<file path="src/rtl/hrds_pkg.sv">
`timescale 1ns/1ps
package hrds_pkg;
  // Two-state phase of the half-rate sample clock.
  typedef enum logic {
    PH_CAPTURE = 1'b0,  // this edge samples the inputs and advances the pipe
    PH_HOLD    = 1'b1   // this edge only raises the strobe
  } phase_t;
endpackage

</file>
<file path="src/rtl/hrds_phase.sv">
`timescale 1ns/1ps
module hrds_phase
  import hrds_pkg::*;
(
  input  logic   clk,
  input  logic   rst,
  output phase_t phase,
  output logic   dvalid
);
  // Divide-by-two phase; synchronous reset puts the next edge on capture.
  always_ff @(posedge clk) begin
    if (rst) phase <= PH_CAPTURE;
    else     phase <= (phase == PH_CAPTURE) ? PH_HOLD : PH_CAPTURE;
  end

  // Strobe: asynchronous clear, so it drops as soon as reset rises.
  always_ff @(posedge clk or posedge rst) begin
    if (rst) dvalid <= 1'b0;
    else     dvalid <= (phase == PH_HOLD);
  end
endmodule

</file>
<file path="src/rtl/hrds_pipe.sv">
`timescale 1ns/1ps
module hrds_pipe #(
  parameter int W     = 16,
  parameter int DEPTH = 6
) (
  input  logic         clk,
  input  logic         rst,
  input  logic         adv,
  input  logic [W-1:0] a_in,
  input  logic [W-1:0] b_in,
  output logic [W-1:0] a_q,
  output logic [W-1:0] b_q,
  output logic         ok_q
);
  logic [W-1:0]     a_st [DEPTH];
  logic [W-1:0]     b_st [DEPTH];
  logic [DEPTH-1:0] ok_st;

  for (genvar i = 0; i < DEPTH; i++) begin : g_stage
    logic [W-1:0] a_src, b_src;
    logic         ok_src;
    if (i == 0) begin : g_head
      assign a_src  = a_in;
      assign b_src  = b_in;
      assign ok_src = 1'b1;
    end else begin : g_body
      assign a_src  = a_st[i-1];
      assign b_src  = b_st[i-1];
      assign ok_src = ok_st[i-1];
    end

    // Data words hold through reset; only the tag is cleared.
    always_ff @(posedge clk) begin
      if (adv) begin
        a_st[i] <= a_src;
        b_st[i] <= b_src;
      end
    end

    always_ff @(posedge clk) begin
      if (rst)      ok_st[i] <= 1'b0;
      else if (adv) ok_st[i] <= ok_src;
    end
  end

  assign a_q  = a_st[DEPTH-1];
  assign b_q  = b_st[DEPTH-1];
  assign ok_q = ok_st[DEPTH-1];
endmodule

</file>
<file path="src/rtl/hrds_outreg.sv">
`timescale 1ns/1ps
module hrds_outreg #(
  parameter int W = 16
) (
  input  logic         clk,
  input  logic         rst,
  input  logic         adv,
  input  logic [W-1:0] a_d,
  input  logic [W-1:0] b_d,
  input  logic         ok_d,
  output logic [W-1:0] a_out,
  output logic [W-1:0] b_out,
  output logic         bad
);
  always_ff @(posedge clk) begin
    if (adv) begin
      a_out <= a_d;
      b_out <= b_d;
    end
  end

  always_ff @(posedge clk) begin
    if (rst)      bad <= 1'b1;
    else if (adv) bad <= ~ok_d;
  end
endmodule

</file>
<file path="src/rtl/halfrate_dual_seq.sv">
`timescale 1ns/1ps
module halfrate_dual_seq
  import hrds_pkg::*;
#(
  parameter int WORD_W  = 16,
  parameter int LAT_CLK = 12
) (
  input  logic              clk,
  input  logic              rst,
  input  logic [WORD_W-1:0] chan_a_in,
  input  logic [WORD_W-1:0] chan_b_in,
  output logic              dvalid,
  output logic [WORD_W-1:0] chan_a_out,
  output logic [WORD_W-1:0] chan_b_out,
  output logic              out_invalid
);
  // Stages between capture and output; the output register adds the last hop.
  localparam int STAGES = LAT_CLK / 2;

  phase_t            phase;
  logic              adv;
  logic [WORD_W-1:0] a_tail, b_tail;
  logic              ok_tail;

  hrds_phase u_phase (
    .clk    (clk),
    .rst    (rst),
    .phase  (phase),
    .dvalid (dvalid)
  );

  assign adv = (phase == PH_CAPTURE) && !rst;

  hrds_pipe #(.W(WORD_W), .DEPTH(STAGES)) u_pipe (
    .clk  (clk),
    .rst  (rst),
    .adv  (adv),
    .a_in (chan_a_in),
    .b_in (chan_b_in),
    .a_q  (a_tail),
    .b_q  (b_tail),
    .ok_q (ok_tail)
  );

  hrds_outreg #(.W(WORD_W)) u_out (
    .clk   (clk),
    .rst   (rst),
    .adv   (adv),
    .a_d   (a_tail),
    .b_d   (b_tail),
    .ok_d  (ok_tail),
    .a_out (chan_a_out),
    .b_out (chan_b_out),
    .bad   (out_invalid)
  );
endmodule

</file>
<file path="config.mk">
export PLATFORM = sky130hd
export DESIGN_NAME = halfrate_dual_seq
export DESIGN_NICKNAME = d
export VERILOG_FILES = /design/src/rtl/hrds_pkg.sv /design/src/rtl/hrds_phase.sv /design/src/rtl/hrds_pipe.sv /design/src/rtl/hrds_outreg.sv /design/src/rtl/halfrate_dual_seq.sv
export SDC_FILE = /design/constraint.sdc
export NUM_CORES = 1
export LEC_CHECK = 0
export BUFFER_PORTS_ARGS = -buffer_cell sky130_fd_sc_hd__buf_2
export CORE_ASPECT_RATIO = 0.6
export CORE_MARGIN = 2
export CORE_UTILIZATION = 55
export CTS_CLUSTER_SIZE = 16
export DETAILED_ROUTE_END_ITERATION = 8
export PLACE_DENSITY = 0.75
export SYNTH_ARGS = -nofsm -noshare
export SYNTH_HDL_FRONTEND = slang
export SYNTH_SLANG_ARGS = --single-unit
</file>
<file path="constraint.sdc">
create_clock -name clk -period 26.9 [get_ports clk]
set_input_delay 2.69 -clock clk [delete_from_list [all_inputs] [get_ports clk]]
set_output_delay 2.69 -clock clk [all_outputs]
set_load 0.02 [all_outputs]
</file>
==> flow_summary.json <==
{
  "wl_um": 7080,
  "multi_input_area_um2": 100,
  "tightest_slew_ns": 1.26,
  "grt-ovfl-total": 0,
  "portBuffers": 67,
  "clockPowerShare": 0.380,
  "period_share": 0.143,
  "slew-limit-headroom": 0.163,
  "route.met2.wl_um": 3320,
  "grt_usage": 0.104,
  "num_vias": 2404,
  "coreArea_um2": 12300,
  "worst_hold_startpoint": "u_pipe.b_st[2][2]",
  "hold_depth": 0,
  "reg2reg_depth": 2,
  "dp_hpwl_um": 3630,
  "final_common_cell": "edfxtp_1",
  "clockBufferDepth": 3,
  "drt_iter0_markers": 208,
  "r2r_start": "u_phase.phase",
  "grt_max_degree": 225,
  "cp.depth": 3,
  "ant_nets": 0,
  "crit_fanout": 224,
  "wl_met1_um": 3260,
  "cts-buffers-inserted": 20,
  "fin_nets": 374,
  "rsz0062_at_grt": "no",
  "synth_cell_type_count": 11,
  "p_seq_frac": 0.595,
  "pin_count": 68,
  "finalSetupTns_ns": 0,
  "cts.sinks": 233,
  "seq_area_um2": 6910,
  "firstDrtPassIters": 4,
  "syn_inst": 252,
  "power.density_nw_per_um2": 87.3,
  "synth.net_count": 286,
  "n_fill_cell": 830,
  "cts-resized-gates": 0,
  "top_layer_used": "met4",
  "stdcell_count": 519,
  "cts_hold_buffers": 0,
  "p_leak_nw": 2.84,
  "final-max-slew-violation-count": 0,
  "hold_class": "flip-flop to flip-flop",
  "finalHoldViolCount": 0,
  "h-tree-depth": 1,
  "worst_ep_arrival_time_ns": 3.94,
  "final_core_util": 0.670,
  "syn-cell-area_um2": 7030,
  "slowest_delay_ns": 0.60,
  "p_sw_frac": 0.180,
  "grt_pass1_wl_um": 10900,
  "drive_gt1_frac": 0.266,
  "power.switching_mw": 0.129,
  "remaining_drc_errors": 0,
  "required_ns": 26.98,
  "cp_slowest_cell": "buf_12",
  "intPower_mw": 0.588,
  "cts_root_buffer": "clkbuf_16",
  "dp_cells": 483,
  "routedWlPerCell_um": 13.6,
  "setup_viol": 0,
  "clk_latency_ns": 0.47,
  "grt_pass1_vias": 2302,
  "path_delay_family": "buffers and inverters",
  "worstSetupStartpointType": "input pin",
  "globalplace.congestion": 0.652,
  "syn_area_per_cell_um2": 27.9,
  "max_freq_mhz": 259,
  "hold_end": "u_pipe.b_st[3][2]",
  "start_util": 0.573,
  "fin_crit_ns": 3.86,
  "end_kind": "flip-flop",
  "path_clk_slew_ns": 0.06,
  "yosysWarnings": 0,
  "r2r_setup_slack_ns": 24.94,
  "antenna_found_initial": 0,
  "final_cell_mix": "edfxtp_1 (224), buf_2 (67), clkbuf_16 (21), dfxtp_1 (8)",
  "status": "complete, no violations",
  "crit_chain": "buf_2, nor2_4, buf_12",
  "regToRegEndpoint": "u_pipe.b_st[1][0]",
  "synthToLayoutAreaGrowth_pct": 16.9,
  "dr_wl_met3_um": 330,
  "finClkSkew_ns": 0.00904,
  "p_comb_frac": 0.025,
  "die_w_um": 150,
  "cap_violations": 0,
  "die_h_um": 91.6,
  "ys_seq_area_frac": 0.983,
  "path_class": "input pin to flip-flop",
  "design.die.area_um2": 13700,
  "postCtsSetupBuffers": 0,
  "cts_tree": "done",
  "vdd_drop_max_uv": 45.5,
  "routed_via_density": 4.63,
  "n_antenna_cell": 0,
  "rows": 31,
  "path_buf_inv": 2,
  "synth_seq_cells": 233
}
kinds of logic after synthesis:
kind of cell	after synthesis	synth area share
AO/OA/AOI/OAI	2	0.00178
buffers and inverters	4	0.00338
flip-flops	233	0.983
multiplexers	5	0.00712
AND/OR/NAND/NOR	8	0.00427
synthesized netlist by cell type:
| cell type | number | area (um2) |
|---|---|---|
| dfrtp_1 | 1 | 25.0 |
| edfxtp_1 | 224 | 6730 |
| dfxtp_1 | 8 | 160 |
| buf_2 | 1 | 5.00 |
| nor2_1 | 7 | 26.3 |
| nand2_1 | 1 | 3.75 |
| o211ai_1 | 1 | 7.51 |
| inv_1 | 2 | 7.51 |
| buf_6 | 1 | 11.3 |
| a21oi_1 | 1 | 5.00 |
| mux2i_1 | 5 | 50.1 |
through the flow:
| stage | worst slack (ns) | power, mW | hold WS, ns | cell area [um2] |
|---|---|---|---|---|
| 2_1_floorplan | 13.94 | 0.450 | 0.345 | 7030 |
| 3_3_place_gp | 22.66 | 0.451 | 0.400 | 7580 |
| 3_5_place_dp | 22.62 | 0.453 | 0.405 | 7580 |
| 4_1_cts | 23.13 | 0.726 | 0.416 | 8220 |
| 5_1_grt | 22.99 | 0.744 | 0.423 | 8220 |
| 6_report | 23.04 | 0.717 | 0.416 | 8220 |
final cells by class:
cell class,count,share of cell area
inverters,2,0.000914
multi-input cells,15,0.0122
repair buffers,68,0.0432
clock buffers,27,0.0667
flip-flops and latches,233,0.841
clock inverters,9,0.0108
well taps,165,0.0251
metal layers:
metal,track usage,up-vias
met4,0.0417,0
li1,-,1178
met3,0.0332,15
met2,0.157,55
met1,0.142,1156
met5,0,-
how the worst max path moves through the flow:
stage | startpoint | to | slack [ns]
2_1_floorplan | rst | u_out.a_out[0] | 13.94
3_3_place_gp | rst | u_pipe.a_st[0][8] | 22.66
3_5_place_dp | rst | u_pipe.b_st[0][12] | 22.62
4_1_cts | rst | u_pipe.b_st[1][2] | 23.13
5_1_grt | rst | u_pipe.a_st[2][3] | 22.99
6_report | rst | u_pipe.b_st[1][0] | 23.04
state kept, by name (all words and copies together) (netlist names):
| signal | flops |
|---|---|
| u_pipe.ok_q | 1 |
| u_out.bad | 1 |
| u_pipe.a_st | 96 |
| u_pipe.b_st | 96 |
| u_out.a_out | 16 |
| u_pipe.g_stage.ok_src | 5 |
| u_phase.phase | 1 |
| u_phase.dvalid | 1 |
| u_out.b_out | 16 |
power by group through the flow:
stage | clock network, mW | logic (mW) | registers (mW)
after global placement | 0 | 0.0177 | 0.433
after floorplan | 0 | 0.00750 | 0.443
final | 0.273 | 0.0177 | 0.427
after global routing | 0.296 | 0.0196 | 0.428
after detailed placement | 0 | 0.0181 | 0.435
after CTS | 0.281 | 0.0181 | 0.427
(Power assumes the default switching activity.)
